[src/rtl/fbdiv_pkg.sv]
package fbdiv_pkg;
  // default geometry of the divider
  localparam int PRE_N_DEF  = 8;
  localparam int MAIN_W_DEF = 8;
  localparam int SWAL_W_DEF = 3;

  // strobes from control to datapath
  typedef struct packed {
    logic hold;         // clear counters, no counting
    logic preEnd;       // last clock of the current prescaler period
    logic mainEnd;      // last clock of the whole division
    logic swallowStep;  // current prescaler period is a long (N+1) one
    logic loadCfg;      // capture the control word this edge
  } strobe_t;
endpackage

[src/rtl/fbdiv_control.sv]
module fbdiv_control
  import fbdiv_pkg::*;
#(
  parameter int PRE_N  = PRE_N_DEF,
  parameter int MAIN_W = MAIN_W_DEF,
  parameter int SWAL_W = SWAL_W_DEF,
  localparam int PRE_W  = $clog2(PRE_N + 1),
  localparam int CTRL_W = MAIN_W + SWAL_W
) (
  input  logic              clk,
  input  logic              rst,
  input  logic [CTRL_W-1:0] ctrlWord,
  input  logic [PRE_W-1:0]  preCnt,
  input  logic [MAIN_W-1:0] mainCnt,
  input  logic [SWAL_W-1:0] swCnt,
  input  logic [MAIN_W-1:0] effM,
  input  logic [SWAL_W-1:0] effA,
  input  logic              idle,
  output strobe_t           st,
  output logic              cfgValid
);
  logic [MAIN_W-1:0] wordM;
  logic [SWAL_W-1:0] wordA;
  logic              longPeriod;
  logic [PRE_W-1:0]  preLast;
  logic              preEndRaw;
  logic              hold;

  assign wordM = ctrlWord[CTRL_W-1:SWAL_W];
  assign wordA = ctrlWord[SWAL_W-1:0];

  // realisable only if M is nonzero and A does not exceed M
  assign cfgValid = (wordM != '0) && (MAIN_W'(wordA) <= wordM);
  assign hold     = rst || !cfgValid;

  // long periods continue until A of them have been spent
  assign longPeriod = swCnt < effA;
  assign preLast    = longPeriod ? PRE_W'(PRE_N) : PRE_W'(PRE_N - 1);
  assign preEndRaw  = (preCnt == preLast);

  always_comb begin
    st.hold        = hold;
    st.swallowStep = !hold && longPeriod;
    st.preEnd      = !hold && preEndRaw;
    st.mainEnd     = !hold && preEndRaw && (mainCnt == effM - MAIN_W'(1));
    st.loadCfg     = !hold && (idle || st.mainEnd);
  end


  cfg_load_point_chk: assert property (@(posedge clk) disable iff (rst)
    st.loadCfg |-> (idle || st.preEnd));


  swallow_bound_chk: assert property (@(posedge clk) disable iff (hold)
    !idle |-> (swCnt <= effA));
endmodule

[src/rtl/fbdiv_datapath.sv]
module fbdiv_datapath
  import fbdiv_pkg::*;
#(
  parameter int PRE_N  = PRE_N_DEF,
  parameter int MAIN_W = MAIN_W_DEF,
  parameter int SWAL_W = SWAL_W_DEF,
  localparam int PRE_W  = $clog2(PRE_N + 1),
  localparam int CTRL_W = MAIN_W + SWAL_W
) (
  input  logic              clk,
  input  logic [CTRL_W-1:0] ctrlWord,
  input  strobe_t           st,
  output logic [PRE_W-1:0]  preCnt,
  output logic [MAIN_W-1:0] mainCnt,
  output logic [SWAL_W-1:0] swCnt,
  output logic [MAIN_W-1:0] effM,
  output logic [SWAL_W-1:0] effA,
  output logic              idle,
  output logic              divPulse
);
  logic [MAIN_W-1:0] activeM;
  logic [SWAL_W-1:0] activeA;

  // in the first counting clock after a hold the live word is used directly
  assign effM = idle ? ctrlWord[CTRL_W-1:SWAL_W] : activeM;
  assign effA = idle ? ctrlWord[SWAL_W-1:0]      : activeA;

  always_ff @(posedge clk) begin
    if (st.hold) begin
      preCnt   <= '0;
      mainCnt  <= '0;
      swCnt    <= '0;
      idle     <= 1'b1;
      divPulse <= 1'b0;
      activeM  <= '0;
      activeA  <= '0;
    end else begin
      idle     <= 1'b0;
      divPulse <= st.mainEnd;
      if (st.loadCfg) begin
        activeM <= ctrlWord[CTRL_W-1:SWAL_W];
        activeA <= ctrlWord[SWAL_W-1:0];
      end
      if (st.preEnd) begin
        preCnt <= '0;
        if (st.mainEnd) begin
          mainCnt <= '0;
          swCnt   <= '0;
        end else begin
          mainCnt <= mainCnt + MAIN_W'(1);
          if (st.swallowStep) swCnt <= swCnt + SWAL_W'(1);
        end
      end else begin
        preCnt <= preCnt + PRE_W'(1);
      end
    end
  end


  pre_range_chk: assert property (@(posedge clk) disable iff (st.hold)
    preCnt <= PRE_W'(PRE_N));


  word_steady_chk: assert property (@(posedge clk) disable iff (st.hold)
    (!idle && !st.mainEnd) |=> ($stable(activeM) && $stable(activeA)));


  restart_phase_chk: assert property (@(posedge clk) disable iff (st.hold)
    st.mainEnd |=> (preCnt == '0 && mainCnt == '0 && swCnt == '0));
endmodule

[src/rtl/fbdiv_top.sv]
module fbdiv_top
  import fbdiv_pkg::*;
#(
  parameter int PRE_N  = PRE_N_DEF,
  parameter int MAIN_W = MAIN_W_DEF,
  parameter int SWAL_W = SWAL_W_DEF,
  localparam int PRE_W  = $clog2(PRE_N + 1),
  localparam int CTRL_W = MAIN_W + SWAL_W
) (
  input  logic              clk,
  input  logic              rst,
  input  logic [CTRL_W-1:0] ctrlWord,
  output logic              divPulse,
  output logic              cfgValid
);
  strobe_t           st;
  logic [PRE_W-1:0]  preCnt;
  logic [MAIN_W-1:0] mainCnt;
  logic [SWAL_W-1:0] swCnt;
  logic [MAIN_W-1:0] effM;
  logic [SWAL_W-1:0] effA;
  logic              idle;

  fbdiv_control #(.PRE_N(PRE_N), .MAIN_W(MAIN_W), .SWAL_W(SWAL_W)) uCtrl (
    .clk(clk), .rst(rst), .ctrlWord(ctrlWord),
    .preCnt(preCnt), .mainCnt(mainCnt), .swCnt(swCnt),
    .effM(effM), .effA(effA), .idle(idle),
    .st(st), .cfgValid(cfgValid)
  );

  fbdiv_datapath #(.PRE_N(PRE_N), .MAIN_W(MAIN_W), .SWAL_W(SWAL_W)) uPath (
    .clk(clk), .ctrlWord(ctrlWord), .st(st),
    .preCnt(preCnt), .mainCnt(mainCnt), .swCnt(swCnt),
    .effM(effM), .effA(effA), .idle(idle), .divPulse(divPulse)
  );


  pulse_width_chk: assert property (@(posedge clk) disable iff (rst)
    divPulse |=> !divPulse);


  invalid_quiet_chk: assert property (@(posedge clk) disable iff (rst)
    !cfgValid |=> !divPulse);


  reset_quiet_chk: assert property (@(posedge clk)
    rst |=> !divPulse);
endmodule

[config.mk]
export PLATFORM = sky130hd
export DESIGN_NAME = fbdiv_top
export DESIGN_NICKNAME = d
export VERILOG_FILES = /design/src/rtl/fbdiv_pkg.sv /design/src/rtl/fbdiv_control.sv /design/src/rtl/fbdiv_datapath.sv /design/src/rtl/fbdiv_top.sv
export SDC_FILE = /design/constraint.sdc
export NUM_CORES = 1
export LEC_CHECK = 0
export ABC_AREA = 1
export BUFFER_PORTS_ARGS = -buffer_cell sky130_fd_sc_hd__buf_2
export CORE_ASPECT_RATIO = 0.8
export CORE_UTILIZATION = 50
export CTS_BUF_LIST = sky130_fd_sc_hd__clkbuf_8 sky130_fd_sc_hd__clkbuf_16
export DETAILED_ROUTE_END_ITERATION = 6
export PLACE_DENSITY = 0.71
export RECOVER_POWER = 50
export SLEW_MARGIN = 0
export SYNTH_ARGS = -nofsm -noshare
export SYNTH_HDL_FRONTEND = slang
export SYNTH_SLANG_ARGS = --single-unit
export TNS_END_PERCENT = 100
[constraint.sdc]
create_clock -name clk -period 2.1 [get_ports clk]
set_input_delay 0.42 -clock clk [delete_from_list [all_inputs] [get_ports clk]]
set_output_delay 0.42 -clock clk [all_outputs]
set_load 0.01 [all_outputs]
Word level (Yosys, flattened, before mapping)
Cells that the tools add are included.
{"block": "totals", "elab_cells": 35, "regBits": 28, "output_inout_bits": 2}
{"block": "classes", "addsub": 4, "n_eq_ne": 2, "order_cmp": 2, "reduce_logical": 13, "muxes": 7}
{"operator": "2-to-1 mux 8 bit", "count": 2}
{"operator": "2-to-1 mux 3 bit", "count": 3}
{"operator": "adder 8 x 1 -> 8 bit (second input constant)", "count": 1}
{"operator": "equality test 8 bit", "count": 1}
{"operator": "<= comparator 3 x 8 -> 1 bit", "count": 1}
{"operator": "nonzero test 8 bit", "count": 1}
{"operator": "subtractor 8 x 1 -> 8 bit (second input constant)", "count": 1}
{"operator": "logical AND 1 bit", "count": 5}
{"operator": "adder 4 x 1 -> 4 bit (second input constant)", "count": 1}
{"operator": "equality test 4 bit", "count": 1}
{"operator": "2-to-1 mux 4 bit", "count": 1}
{"operator": "adder 3 x 1 -> 3 bit (second input constant)", "count": 1}
{"operator": "less-than comparator 3 bit", "count": 1}
{"operator": "logical NOT 1 bit", "count": 2}
{"operator": "logical OR 1 bit", "count": 2}
{"operator": "AND reduction 2 bit", "count": 1}
{"operator": "nonzero test 2 bit", "count": 1}
{"operator": "OR reduction 2 bit", "count": 1}
{"operator": "2-to-1 mux 1 bit", "count": 1}

Logic depth before layout (Yosys ltp)
Gate-level depths: netlist of run 1.
{"block": "depth", "ltp_word": 9, "ltp_mapped": 19, "depth_no_buf": 17}

Hierarchy
From an unflattened synthesis of run 1, not the netlist that was laid out.
{"block": "unflattened", "cells_unflattened": 267, "hier_area_um2": 1849.3}
{"module": "fbdiv_datapath", "area_each_um2": 1336.3, "cells_per_inst": 163, "instances": 1}
{"module": "fbdiv_control", "area_each_um2": 513.0, "cells_per_inst": 104, "instances": 1}

Worst setup path after synthesis of run 1
No wires, ideal clock.
{"block": "synth_timing", "kind": "reg2reg", "from": "register uPath.idle", "to": "register uPath.activeA[0]", "slack_ns": -0.028, "path_stages_with_launch": 16, "arrival_ns": 2.013, "n_path_buf": 3, "cell_sequence": "dfxtp_1 buf_6 inv_4 buf_8 nand2_1 nand2_2 ha_1 xor2_1 nand3_1 nor2_1 nand3_1 nor2_4 nand3_4 buf_6 a21oi_1 nor2_1"}
{"block": "synth_via", "elab_chain_len": 8, "word_cells_on_any_way": 11}
{"element": "start, declared", "line": "fbdiv_datapath.sv:18", "source": "output logic idle,"}
{"element": "start signal, assigned", "line": "fbdiv_datapath.sv:33", "source": "idle <= 1'b1;"}
{"element": "start signal, assigned", "line": "fbdiv_datapath.sv:38", "source": "idle <= 1'b0;"}
{"element": "branches (longest 6 deep; another with subtractor 8 x 1 -> 8 bit)"}
{"element": "logical OR 1 bit (*)", "line": "fbdiv_control.sv:46", "source": "st.loadCfg = !hold && (idle || st.mainEnd);"}
{"element": "logical AND 1 bit (*)", "line": "fbdiv_control.sv:46"}
{"element": "end signal, assigned", "line": "fbdiv_datapath.sv:42", "source": "activeA <= ctrlWord[SWAL_W-1:0];"}
{"element": "end, declared", "line": "fbdiv_datapath.sv:22", "source": "logic [SWAL_W-1:0] activeA;"}
Every way passes the cells marked *.
A chain may end at the register's enable or synchronous reset.

Final worst setup path of run 1
{"block": "layout_timing", "from": "register uPath.idle", "to": "register uPath.activeM[5]"}
{"block": "layout_via", "elab_chain_len": 8, "word_cells_on_any_way": 11}
{"element": "branches (longest 6 deep; another with subtractor 8 x 1 -> 8 bit)"}
{"element": "logical OR 1 bit (*)", "line": "fbdiv_control.sv:46"}
{"element": "logical AND 1 bit (*)", "line": "fbdiv_control.sv:46"}
{"element": "end signal, assigned", "line": "fbdiv_datapath.sv:41", "source": "activeM <= ctrlWord[CTRL_W-1:SWAL_W];"}
{"element": "end, declared", "line": "fbdiv_datapath.sv:21", "source": "logic [MAIN_W-1:0] activeM;"}
Marked as above.

==> reports/summary.json, run 1 <==
{
  "run_status": {"value": "finished clean"},
  "grtUsageTotal": {"value": 23.1, "unit": "%"},
  "die-area": {"value": 4180, "unit": "um2"},
  "final.hold.worst_slack": {"value": 0.376, "unit": "ns"},
  "net_count_of_the_mapped_netlist": {"value": 333},
  "drive_gt1_share": {"value": 27.6, "unit": "%"},
  "synth_top_cell_area_share": {"value": 28.6, "unit": "%"},
  "slew_headroom": {"value": 80.1, "unit": "%"},
  "ctsHtreeMaxLevel": {"value": 1},
  "post_cts.repair.setup_buffers": {"value": 0},
  "timing.critical_path.cells": {"value": "inv_6 -> nand2_2 -> nand2_2 -> ha_4 -> nand3_2 -> nor2_2 -> nand2_1 -> nand2_1 -> nand2_1 -> nand2_1 -> nand2_2 -> nor2_4 -> nand3_4 -> buf_12 -> nand3_1 -> nand2_1 -> nor2_1"},
  "worst_path_most_repeated_cell": {"value": "sky130_fd_sc_hd__nand2_1"},
  "post_cts_hold_buffer_count": {"value": 0},
  "initial_utilization": {"value": 54.7, "unit": "%"},
  "ant_nets": {"value": 0},
  "clockRootBuffer": {"value": "sky130_fd_sc_hd__clkbuf_8"},
  "clockBufferDepth": {"value": 2},
  "finish.net_count": {"value": 371},
  "power-per-cell-area": {"value": 501, "unit": "nW/um2"},
  "yosysWarnings": {"value": 0},
  "global_route_wire_length_before_repair": {"value": 7590, "unit": "um"},
  "die_height": {"value": 58.0, "unit": "um"},
  "critPathSlowestCell": {"value": "sky130_fd_sc_hd__dfxtp_4"},
  "setup_violations": {"value": 0},
  "finalMaxSlewViolations": {"value": 0},
  "grt_pass1_vias": {"value": 1811},
  "largest_area_contributor_in_the_synthesized_netlist": {"value": "sky130_fd_sc_hd__dfxtp_1"},
  "layout_setup_ws": {"value": 0.0437, "unit": "ns"},
  "drt_iter0_drc": {"value": 72},
  "post_synth_main_area_contributors": {"value": "sky130_fd_sc_hd__dfxtp_1, sky130_fd_sc_hd__nand2_1, sky130_fd_sc_hd__nand3_1, sky130_fd_sc_hd__inv_1, sky130_fd_sc_hd__nor2_1"},
  "skew": {"value": 0.00730, "unit": "ns"},
  "die-width": {"value": 72.1, "unit": "um"},
  "maximum_number_of_pins_on_one_net_before_global_route_repair": {"value": 23},
  "leakagePower": {"value": 1.16, "unit": "nW"},
  "final_cells": {"value": 400},
  "highest_cell_delay_on_the_worst_timing_path": {"value": 0.38, "unit": "ns"},
  "grt_setup_unrepaired": {"value": "yes"},
  "min_period": {"value": 2.06, "unit": "ns"},
  "average_detailed_routed_wire_length_per_instance": {"value": 11.0, "unit": "um"},
  "synth.lib_cells_used.distinct": {"value": 29},
  "worst_ep_required_time": {"value": 2.32, "unit": "ns"},
  "post-route-drc-count": {"value": 0},
  "final_common_cell": {"value": "sky130_fd_sc_hd__nand2_1"},
  "mostFrequentLayoutCells": {"value": "sky130_fd_sc_hd__nand2_1, sky130_fd_sc_hd__inv_1, sky130_fd_sc_hd__nand3_1, sky130_fd_sc_hd__nor2_1, sky130_fd_sc_hd__dfxtp_1"},
  "crit_arrival": {"value": 2.28, "unit": "ns"},
  "final_weighted_congestion_of_routability_driven_global_placement": {"value": 0.864},
  "worst-setup-path-type": {"value": "reg -> reg"},
  "cts_num_sinks": {"value": 28},
  "tightestPinTransition": {"value": 0.296, "unit": "ns"},
  "area_growth_syn_to_fin": {"value": 25.8, "unit": "%"},
  "dp.cells": {"value": 396},
  "rows": {"value": 19},
  "via_count": {"value": 1940},
  "ir_worst_vdd": {"value": 331, "unit": "uV"},
  "endpoint_kind": {"value": "flop"},
  "insertedDiodeCount": {"value": 0},
  "critical_path.max_fanout": {"value": 12},
  "worstSetupStartpointType": {"value": "flop"},
  "synth.yosys.seq_area_share": {"value": 28.6, "unit": "%"},
  "tritoncts.num_buffers": {"value": 3},
  "detailedPlacementHpwl": {"value": 3350, "unit": "um"},
  "design.portCount": {"value": 15},
  "synthesis.area_per_instance": {"value": 6.31, "unit": "um2"},
  "totalWireLength": {"value": 4390, "unit": "um"},
  "core-area": {"value": 3590, "unit": "um2"},
  "grt-ovfl-total": {"value": 0},
  "crit_family": {"value": "simple AND/OR/NAND/NOR gates"},
  "antenna_found_initial": {"value": 0},
  "drv_cap": {"value": 0},
  "port-buffer-count": {"value": 14},
  "vias_per_cell": {"value": 4.85},
  "finalHoldViolCount": {"value": 0},
  "post_synthesis_sequential_element_count": {"value": 28},
  "clk_lat_worst_skew": {"value": 0.28, "unit": "ns"},
  "clk_pin_slew_worst_paths": {"value": 0.10, "unit": "ns"},
  "tritoncts": {"value": "built"},
  "dr.pass1.iters": {"value": 4},
  "min_path_type": {"value": "in -> reg"},
  "path_buf_inv": {"value": 2},
  "dp_worst_setup_slack": {"value": -0.123, "unit": "ns"},
  "layout.core_utilization": {"value": 68.8, "unit": "%"},
  "period_share": {"value": 97.9, "unit": "%"},
  "fill_cells": {"value": 312},
  "netlist_area": {"value": 1960, "unit": "um2"},
  "max_freq": {"value": 486, "unit": "MHz"},
  "syn-instance-count": {"value": 311}
}
[state kept, by name, indices dropped and copies added, names as in the netlist]
signal,cells
uPath.activeM,8
uPath.activeA,3
uPath.swCnt,3
uPath.mainCnt,8
uPath.divPulse,1
uPath.idle,1
uPath.preCnt,4
[worst reg2reg max path, delay by kind of cell, from the launching register on]
kind | cells | cell delay (ns)
adders and majority gates | 1 | 0.15
buffers and inverters | 2 | 0.28
DFF | 1 | 0.38
and+or+nand+nor | 14 | 1.20
[where the power goes]
part | total, W | switching [W] | internal [W]
clock | 0.000345 | 0.000177 | 0.000168
combinational | 0.000325 | 0.000189 | 0.000136
sequential | 0.000567 | 0.0000140 | 0.000553
total | 0.00124 | 0.000380 | 0.000857
[routing by layer]
layer	GRT usage, %	vias up	wire [um]	share of wire (%)
li1	-	1050	-	-
met1	31.4	864	2230	51
met2	38.8	24	2030	46
met3	4.17	2	103	2.3
met4	3.92	0	18	0.41
met5	0	-	0	0
[layout make-up]
| class | count | area, um2 | area share, % |
|---|---|---|---|
| Multi-Input combinational cell | 228 | 1300 | 52.5 |
| Inverter | 47 | 181 | 7.35 |
| Timing Repair Buffer | 41 | 308 | 12.5 |
| Sequential cell | 28 | 564 | 22.8 |
| Clock buffer | 4 | 55.1 | 2.23 |
| Tap cell | 52 | 65.1 | 2.63 |
[synthesized netlist by cell type]
library cell	count
sky130_fd_sc_hd__inv_4	1
sky130_fd_sc_hd__o21ai_0	8
sky130_fd_sc_hd__nor2_4	2
sky130_fd_sc_hd__buf_8	1
sky130_fd_sc_hd__nor4_1	1
sky130_fd_sc_hd__o21ai_2	1
sky130_fd_sc_hd__buf_4	1
sky130_fd_sc_hd__nand3_4	1
sky130_fd_sc_hd__inv_1	45
sky130_fd_sc_hd__a21oi_1	15
sky130_fd_sc_hd__nand4_1	5
sky130_fd_sc_hd__xor2_1	4
sky130_fd_sc_hd__nor2_1	33
sky130_fd_sc_hd__o21ai_1	1
sky130_fd_sc_hd__dfxtp_1	28
sky130_fd_sc_hd__inv_2	1
sky130_fd_sc_hd__nand3_1	35
sky130_fd_sc_hd__o211ai_1	1
sky130_fd_sc_hd__nand2_1	91
sky130_fd_sc_hd__buf_2	2
sky130_fd_sc_hd__ha_1	9
sky130_fd_sc_hd__nand3_2	2
sky130_fd_sc_hd__nor3_1	5
sky130_fd_sc_hd__nand2_2	6
sky130_fd_sc_hd__nand2_4	1
sky130_fd_sc_hd__nor3b_1	1
sky130_fd_sc_hd__nor2_2	4
sky130_fd_sc_hd__xnor2_1	2
sky130_fd_sc_hd__buf_6	4
[stage by stage]
stage	TNS, ns	instance area, um2	power [W]
3_5_place_dp	-1.87	2310	0.000882
4_1_cts	0	2370	0.00123
6_report	0	2470	0.00124
2_1_floorplan	0	2040	0.000795
3_3_place_gp	-1.94	2310	0.000880
5_1_grt	-0.730	2470	0.00131
[path summary, 6_finish.rpt]
path	slack, ns	from	cells after the start	end
hold / removal	0.38	ctrlWord[0]	3	uPath.activeA[0]
setup reg to reg	0.04	uPath.idle	17	uPath.activeM[5]
setup / recovery	0.04	uPath.idle	17	uPath.activeM[5]
hold reg to reg	0.48	uPath.preCnt[0]	1	uPath.preCnt[0]
[logic make-up (layout without fill, tap and decap cells)]
group,after synthesis,after routing,share of synthesized area [%]
xor+xnor,6,6,2.68
fa+ha+maj,9,9,5.74
buf+inv,55,92,13.1
flops,28,28,28.6
compound gates,26,26,6.95
simple gates,187,187,43.0
[timing repair]
action                                  CTS  global route
endpoints found under the setup margin   19            21
resized for setup                         4            23
pin swaps                                 1             6
endpoints found under the hold margin     0             0
cloned                                    0             0
(Power assumes the default switching activity.)
==> run 2, diff against run 1 <==
--- a/config.mk
+++ b/config.mk
@@ -10,11 +10,13 @@
 export CORE_ASPECT_RATIO = 0.8
 export CORE_UTILIZATION = 50
 export CTS_BUF_LIST = sky130_fd_sc_hd__clkbuf_8 sky130_fd_sc_hd__clkbuf_16
+export CTS_CLUSTER_DIAMETER = 100
 export DETAILED_ROUTE_END_ITERATION = 6
 export PLACE_DENSITY = 0.71
 export RECOVER_POWER = 50
+export SETUP_SLACK_MARGIN = 0.15
 export SLEW_MARGIN = 0
 export SYNTH_ARGS = -nofsm -noshare
 export SYNTH_HDL_FRONTEND = slang
 export SYNTH_SLANG_ARGS = --single-unit
-export TNS_END_PERCENT = 100
+export TNS_END_PERCENT = 1
==> reports/summary.json, run 2 (synthesized netlist as in run 1, its figures left out) <==
{
  "run_status": {"value": "finished with violations"},
  "failed_checks": {"value": "negative setup slack"},
  "clock_power_share": {"value": 32.6, "unit": "%", "change": "+4.7 points"},
  "critical_path.max_fanout": {"value": 11, "change": "-1"},
  "power-per-cell-area": {"value": 533, "unit": "nW/um2", "change": "+6.6%"},
  "finalMaxSlewViolations": {"value": 0, "change": "unchanged"},
  "via_count": {"value": 2000, "change": "+3.1%"},
  "dp_worst_setup_slack": {"value": -0.118, "unit": "ns", "change": "+0.00467 ns"},
  "antenna_found_initial": {"value": 0, "change": "unchanged"},
  "setup_violations": {"value": 9, "change": "+9"},
  "p_switching": {"value": 0.000405, "unit": "W", "change": "+6.8%"},
  "design.portCount": {"value": 15, "change": "unchanged"},
  "drt_iter0_drc": {"value": 121, "change": "+68%"},
  "ir_worst_vdd": {"value": 429, "unit": "uV", "change": "+29%"},
  "layout_setup_ws": {"value": -0.0476, "unit": "ns", "change": "-0.0913 ns"},
  "power": {"value": 0.00135, "unit": "W", "change": "+9.5%"},
  "final_weighted_congestion_of_routability_driven_global_placement": {"value": 0.840, "change": "-2.8%"},
  "die-width": {"value": 72.1, "unit": "um", "change": "unchanged"},
  "crit_arrival": {"value": 2.33, "unit": "ns", "change": "+0.05 ns"},
  "leakagePower": {"value": 1.20, "unit": "nW", "change": "+2.8%"},
  "skew": {"value": 0.00385, "unit": "ns", "change": "-0.00345 ns"},
  "grt_pass1_vias": {"value": 1773, "change": "-2.1%"},
  "max_freq": {"value": 466, "unit": "MHz", "change": "-4.3%"},
  "fill_cells": {"value": 296, "change": "-5.1%"},
  "grtUsageTotal": {"value": 23.5, "unit": "%", "change": "+0.44 points"},
  "vias_per_cell": {"value": 4.99, "change": "+2.8%"},
  "min_path_type": {"value": "in -> reg"},
  "clk_pin_slew_worst_paths": {"value": 0.10, "unit": "ns", "change": "about the same"},
  "tritoncts": {"value": "built"},
  "detailedPlacementHpwl": {"value": 3500, "unit": "um", "change": "+4.3%"},
  "die_height": {"value": 58.0, "unit": "um", "change": "unchanged"},
  "pwr-share-seq": {"value": 42.0, "unit": "%", "change": "-3.9 points"},
  "dp.cells": {"value": 394, "change": "-0.51%"},
  "clockRootBuffer": {"value": "sky130_fd_sc_hd__clkbuf_8"},
  "tritoncts.num_buffers": {"value": 3, "change": "unchanged"},
  "rows": {"value": 19, "change": "unchanged"},
  "post_cts_hold_buffer_count": {"value": 0, "change": "unchanged"},
  "initial_utilization": {"value": 54.7, "unit": "%", "change": "unchanged"},
  "port-buffer-count": {"value": 14, "change": "unchanged"},
  "period_share": {"value": 102, "unit": "%", "change": "+4.3 points"},
  "switching_share": {"value": 29.9, "unit": "%", "change": "-0.78 points"},
  "intPower": {"value": 0.000949, "unit": "W", "change": "+11%"},
  "drv_cap": {"value": 0, "change": "unchanged"},
  "average_detailed_routed_wire_length_per_instance": {"value": 12.0, "unit": "um", "change": "+9.8%"},
  "mostFrequentLayoutCells": {"value": "sky130_fd_sc_hd__nand2_1, sky130_fd_sc_hd__inv_1, sky130_fd_sc_hd__nor2_1"},
  "final_common_cell": {"value": "sky130_fd_sc_hd__nand2_1"},
  "slew_headroom": {"value": 80.4, "unit": "%", "change": "+0.32 points"},
  "min_period": {"value": 2.15, "unit": "ns", "change": "+0.0913 ns"},
  "insertedDiodeCount": {"value": 0, "change": "unchanged"},
  "dr.pass1.iters": {"value": 5, "change": "+1"},
  "area_growth_syn_to_fin": {"value": 29.3, "unit": "%"},
  "worstSetupStartpointType": {"value": "flop"},
  "finish.net_count": {"value": 372, "change": "+0.27%"},
  "grt_setup_unrepaired": {"value": "yes"},
  "clk_lat_worst_skew": {"value": 0.28, "unit": "ns", "change": "about the same"},
  "reg.largest.list": {"value": "uPath.activeM x8, uPath.mainCnt x8, uPath.preCnt x4"},
  "tightestPinTransition": {"value": 0.292, "unit": "ns", "change": "-0.00391 ns"},
  "post-route-drc-count": {"value": 0, "change": "unchanged"},
  "grt-ovfl-total": {"value": 0, "change": "unchanged"},
  "global_route_wire_length_before_repair": {"value": 7730, "unit": "um", "change": "+1.9%"},
  "worst-setup-path-type": {"value": "reg -> reg"},
  "comb_power_share": {"value": 25.4, "unit": "%", "change": "-0.9 points"},
  "totalWireLength": {"value": 4830, "unit": "um", "change": "+10%"},
  "ant_nets": {"value": 0, "change": "unchanged"},
  "clockBufferDepth": {"value": 2, "change": "unchanged"},
  "drive_gt1_share": {"value": 28.4, "unit": "%", "change": "+0.78 points"},
  "maximum_number_of_pins_on_one_net_before_global_route_repair": {"value": 23, "change": "unchanged"},
  "finalHoldViolCount": {"value": 0, "change": "unchanged"},
  "final_cells": {"value": 401, "change": "+0.25%"},
  "ctsHtreeMaxLevel": {"value": 1, "change": "unchanged"},
  "worst_ep_required_time": {"value": 2.29, "unit": "ns", "change": "-0.03 ns"},
  "cts_num_sinks": {"value": 28, "change": "unchanged"},
  "endpoint_kind": {"value": "flop"},
  "core-area": {"value": 3590, "unit": "um2", "change": "unchanged"},
  "tns": {"value": -0.210, "unit": "ns", "change": "-0.210 ns"},
  "die-area": {"value": 4180, "unit": "um2", "change": "unchanged"}
}
run 2: worst max-delay path, cell delays in order (launching register included):
cell	delay, ns
sky130_fd_sc_hd__dfxtp_4	0.43
sky130_fd_sc_hd__inv_8	0.06
sky130_fd_sc_hd__nand2_4	0.07
sky130_fd_sc_hd__nand2_4	0.05
sky130_fd_sc_hd__ha_4	0.26
sky130_fd_sc_hd__xor2_1	0.14
sky130_fd_sc_hd__nand3_1	0.12
sky130_fd_sc_hd__nor2_2	0.17
sky130_fd_sc_hd__nand3_2	0.10
sky130_fd_sc_hd__nor2_4	0.14
sky130_fd_sc_hd__nand3_4	0.13
sky130_fd_sc_hd__clkbuf_16	0.20
sky130_fd_sc_hd__a21oi_2	0.12
sky130_fd_sc_hd__nor2_1	0.05
run 2: power groups by stage:
stage	logic [W]	registers, W	clock network (W)
2_1_floorplan	0.000221	0.000575	0
3_3_place_gp	0.000300	0.000579	0
3_5_place_dp	0.000307	0.000580	0
4_1_cts	0.000312	0.000568	0.000446
5_1_grt	0.000382	0.000572	0.000460
6_report	0.000344	0.000569	0.000441
run 2: layer usage:
metal  share of wire (%)  GRT usage (%)  vias up
li1                    -              -     1056
met3                 4.6           3.83        6
met5                   0              0        -
met1                  49           33.3      893
met2                  46           37.6       45
met4                 1.1           5.60        0
run 2: cell type report:
type,count,area (um2),share of cell area [%]
multi-input cells,228,1320,51.8
flip-flops and latches,28,564,22.2
repair buffers,42,339,13.4
inverters,47,184,7.24
well taps,52,65.1,2.56
clock buffers,3,41.3,1.63
clock inverters,1,30.0,1.18
run 2: worst paths after layout:
kind	start	to	slack, ns	depth (start not counted)
max	uPath.idle	uPath.activeM[0]	-0.05	13
min	ctrlWord[0]	uPath.activeA[0]	0.36	3
min reg2reg	uPath.preCnt[3]	uPath.preCnt[3]	0.49	2
max reg2reg	uPath.idle	uPath.activeM[0]	-0.05	13
run 2: timing repair:
item	CTS	global route
pin swaps	1	14
cloned	0	2
setup endpoints to repair	24	24
buffers inserted	0	1
resized for setup	3	24
run 2: stage by stage:
stage | utilization [%] | hold slack [ns] | instance area [um2]
after global routing | 70.7 | 0.380 | 2540
final | 70.7 | 0.363 | 2540
after CTS | 66.7 | 0.364 | 2390
after global placement | 64.4 | 0.445 | 2310
after detailed placement | 64.4 | 0.462 | 2310
after floorplan | - | 0.430 | 2050
==> run 3, diff against run 2 <==
--- a/config.mk
+++ b/config.mk
@@ -6,15 +6,13 @@
 export NUM_CORES = 1
 export LEC_CHECK = 0
 export ABC_AREA = 1
-export BUFFER_PORTS_ARGS = -buffer_cell sky130_fd_sc_hd__buf_2
 export CORE_ASPECT_RATIO = 0.8
-export CORE_UTILIZATION = 50
+export CORE_UTILIZATION = 35
 export CTS_BUF_LIST = sky130_fd_sc_hd__clkbuf_8 sky130_fd_sc_hd__clkbuf_16
 export CTS_CLUSTER_DIAMETER = 100
 export DETAILED_ROUTE_END_ITERATION = 6
-export PLACE_DENSITY = 0.71
+export DONT_BUFFER_PORTS = 1
 export RECOVER_POWER = 50
-export SETUP_SLACK_MARGIN = 0.15
 export SLEW_MARGIN = 0
 export SYNTH_ARGS = -nofsm -noshare
 export SYNTH_HDL_FRONTEND = slang
==> reports/summary.json, run 3 (synthesized netlist as in run 1, its figures left out) <==
{
  "leakagePower": {"value": 1.12, "unit": "nW", "change": "-6.2%"},
  "via_count": {"value": 1859, "change": "-7.0%"},
  "grt_pass1_vias": {"value": 1729, "change": "-2.5%"},
  "period_share": {"value": 98.3, "unit": "%", "change": "-3.9 points"},
  "ant_nets": {"value": 0, "change": "unchanged"},
  "timing.critical_path.cells": {"value": "inv_6 -> nand2_2 -> nand2_2 -> ha_4 -> nand3_2 -> nor2_4 -> nand2_1 -> nand2_2 -> nand2_1 -> nand2_1 -> nand2_2 -> nor2_4 -> nand3_4 -> clkbuf_16 -> a21oi_2 -> nor2_1"},
  "grt_setup_unrepaired": {"value": "yes"},
  "die-width": {"value": 85.7, "unit": "um", "change": "+19%"},
  "port-buffer-count": {"value": 0, "change": "-14"},
  "ir_worst_vdd": {"value": 217, "unit": "uV", "change": "-49%"},
  "finalHoldViolCount": {"value": 0, "change": "unchanged"},
  "drv_cap": {"value": 0, "change": "unchanged"},
  "maximum_number_of_pins_on_one_net_before_global_route_repair": {"value": 24, "change": "+4.3%"},
  "slew_headroom": {"value": 79.6, "unit": "%", "change": "-0.79 points"},
  "worst-setup-path-type": {"value": "reg -> reg"},
  "antenna_found_initial": {"value": 0, "change": "unchanged"},
  "clockRootBuffer": {"value": "sky130_fd_sc_hd__clkbuf_8"},
  "clockBufferDepth": {"value": 2, "change": "unchanged"},
  "run_status": {"value": "finished clean"},
  "average_detailed_routed_wire_length_per_instance": {"value": 11.2, "unit": "um", "change": "-6.7%"},
  "grt-ovfl-total": {"value": 0, "change": "unchanged"},
  "mostFrequentLayoutCells": {"value": "sky130_fd_sc_hd__nand2_1, sky130_fd_sc_hd__inv_1, sky130_fd_sc_hd__nand3_1"},
  "setup_violations": {"value": 0, "change": "-9"},
  "finish.net_count": {"value": 357, "change": "-4.0%"},
  "layout_setup_ws": {"value": 0.0349, "unit": "ns", "change": "+0.0825 ns"},
  "vias_per_cell": {"value": 4.55, "change": "-8.9%"},
  "clk_lat_worst_skew": {"value": 0.29, "unit": "ns", "change": "about the same"},
  "skew": {"value": 0.00682, "unit": "ns", "change": "+0.00297 ns"},
  "final_weighted_congestion_of_routability_driven_global_placement": {"value": 0.788, "change": "-6.2%"},
  "dp_worst_setup_slack": {"value": -0.0987, "unit": "ns", "change": "+0.0196 ns"},
  "critical_path.max_fanout": {"value": 11, "change": "unchanged"},
  "crit_arrival": {"value": 2.26, "unit": "ns", "change": "-0.07 ns"},
  "clk_pin_slew_worst_paths": {"value": 0.11, "unit": "ns", "change": "about the same"},
  "groute.layer.met1.usage": {"value": 23.9, "unit": "%", "change": "-9.4 points"},
  "die_height": {"value": 69.0, "unit": "um", "change": "+19%"},
  "drt_iter0_drc": {"value": 74, "change": "-39%"},
  "critPathSlowestCell": {"value": "sky130_fd_sc_hd__dfxtp_4"},
  "ctsHtreeMaxLevel": {"value": 1, "change": "unchanged"},
  "design.portCount": {"value": 15, "change": "unchanged"},
  "layout.core_utilization": {"value": 46.5, "unit": "%", "change": "-24 points"},
  "cts_num_sinks": {"value": 28, "change": "unchanged"},
  "worst_path_most_repeated_cell": {"value": "sky130_fd_sc_hd__nand2_2"},
  "top_usage_layer": {"value": "met2"},
  "max_freq": {"value": 484, "unit": "MHz", "change": "+4.0%"},
  "initial_utilization": {"value": 37.7, "unit": "%", "change": "-17 points"},
  "endpoint_kind": {"value": "flop"},
  "fill_cells": {"value": 511, "change": "+73%"},
  "reg.largest.list": {"value": "uPath.activeM x8, uPath.mainCnt x8, uPath.preCnt x4"},
  "worstSetupStartpointType": {"value": "flop"},
  "worst_ep_required_time": {"value": 2.29, "unit": "ns", "change": "about the same"},
  "power": {"value": 0.00132, "unit": "W", "change": "-2.4%"},
  "final_common_cell": {"value": "sky130_fd_sc_hd__nand2_1"},
  "gr-usage-met2": {"value": 27.8, "unit": "%", "change": "-9.8 points"},
  "dr.pass1.iters": {"value": 4, "change": "-1"},
  "tritoncts.num_buffers": {"value": 3, "change": "unchanged"},
  "detailedPlacementHpwl": {"value": 3590, "unit": "um", "change": "+2.6%"},
  "multi_input_area": {"value": 1270, "unit": "um2", "change": "-3.7%"},
  "totalWireLength": {"value": 4600, "unit": "um", "change": "-4.8%"},
  "global_route_wire_length_before_repair": {"value": 7910, "unit": "um", "change": "+2.2%"},
  "min_period": {"value": 2.07, "unit": "ns", "change": "-0.0825 ns"},
  "area_growth_syn_to_fin": {"value": 23.4, "unit": "%"},
  "tns": {"value": 0, "unit": "ns", "change": "+0.210 ns"},
  "power-per-cell-area": {"value": 546, "unit": "nW/um2", "change": "+2.3%"},
  "crit_family": {"value": "simple AND/OR/NAND/NOR gates"},
  "grtUsageTotal": {"value": 17.2, "unit": "%", "change": "-6.3 points"},
  "insertedDiodeCount": {"value": 0, "change": "unchanged"},
  "post-route-drc-count": {"value": 0, "change": "unchanged"},
  "finalMaxSlewViolations": {"value": 0, "change": "unchanged"},
  "drive_gt1_share": {"value": 23.7, "unit": "%", "change": "-4.7 points"},
  "min_path_type": {"value": "in -> reg"},
  "tritoncts": {"value": "built"},
  "die-area": {"value": 5910, "unit": "um2", "change": "+41%"},
  "tightestPinTransition": {"value": 0.303, "unit": "ns", "change": "+0.0113 ns"},
  "path_buf_inv": {"value": 2, "change": "unchanged"},
  "highest_cell_delay_on_the_worst_timing_path": {"value": 0.38, "unit": "ns", "change": "-0.05 ns"},
  "ff_latch_area": {"value": 564, "unit": "um2", "change": "unchanged"},
  "use_met3": {"value": 3.45, "unit": "%", "change": "-0.37 points"},
  "core-area": {"value": 5210, "unit": "um2", "change": "+45%"},
  "rows": {"value": 23, "change": "+4"}
}
-- run 3: where the power goes --
part	internal, W	switching, W	total (W)
registers	0.000553	0.0000137	0.000567
clock network	0.000256	0.000192	0.000447
logic	0.000131	0.000177	0.000308
total	0.000940	0.000382	0.00132
-- run 3: timing repair --
| item | in CTS | in global routing |
|---|---|---|
| pin swaps | 1 | 8 |
| cloned | 0 | 1 |
| hold buffers | 0 | 0 |
| resized for setup | 4 | 15 |
| endpoints found under the setup margin | 18 | 18 |
| endpoints found under the hold margin | 0 | 0 |
| buffers inserted | 0 | 1 |
-- run 3: final timing paths --
kind,start,endpoint,slack [ns],cells after the start
max,uPath.idle,uPath.activeM[4],0.03,16
min,ctrlWord[5],uPath.activeM[2],0.26,2
max reg2reg,uPath.idle,uPath.activeM[4],0.03,16
min reg2reg,uPath.preCnt[0],uPath.preCnt[0],0.47,1
-- run 3: cell type report --
type	count	area share [%]
Tap cell	75	3.87
Inverter	47	7.49
Clock inverter	1	1.24
Sequential cell	28	23.3
Clock buffer	3	1.70
Timing Repair Buffer	27	10.1
Multi-Input combinational cell	228	52.3
-- run 3: stage by stage --
| step | cells | cell area [um2] | hold WS (ns) |
|---|---|---|---|
| after global routing | 409 | 2420 | 0.256 |
| after CTS | 407 | 2340 | 0.248 |
| after floorplan | 311 | 2040 | 0.430 |
| final | 409 | 2420 | 0.255 |
| after global placement | 403 | 2260 | 0.448 |
| after detailed placement | 403 | 2260 | 0.460 |
-- run 3: metal layers --
layer | wire (um) | up-vias | part of all wire, %
li1 | - | 1023 | -
met1 | 2510 | 815 | 55
met2 | 1940 | 16 | 42
met3 | 119 | 5 | 2.6
met4 | 29 | 0 | 0.63
met5 | 0 | - | 0
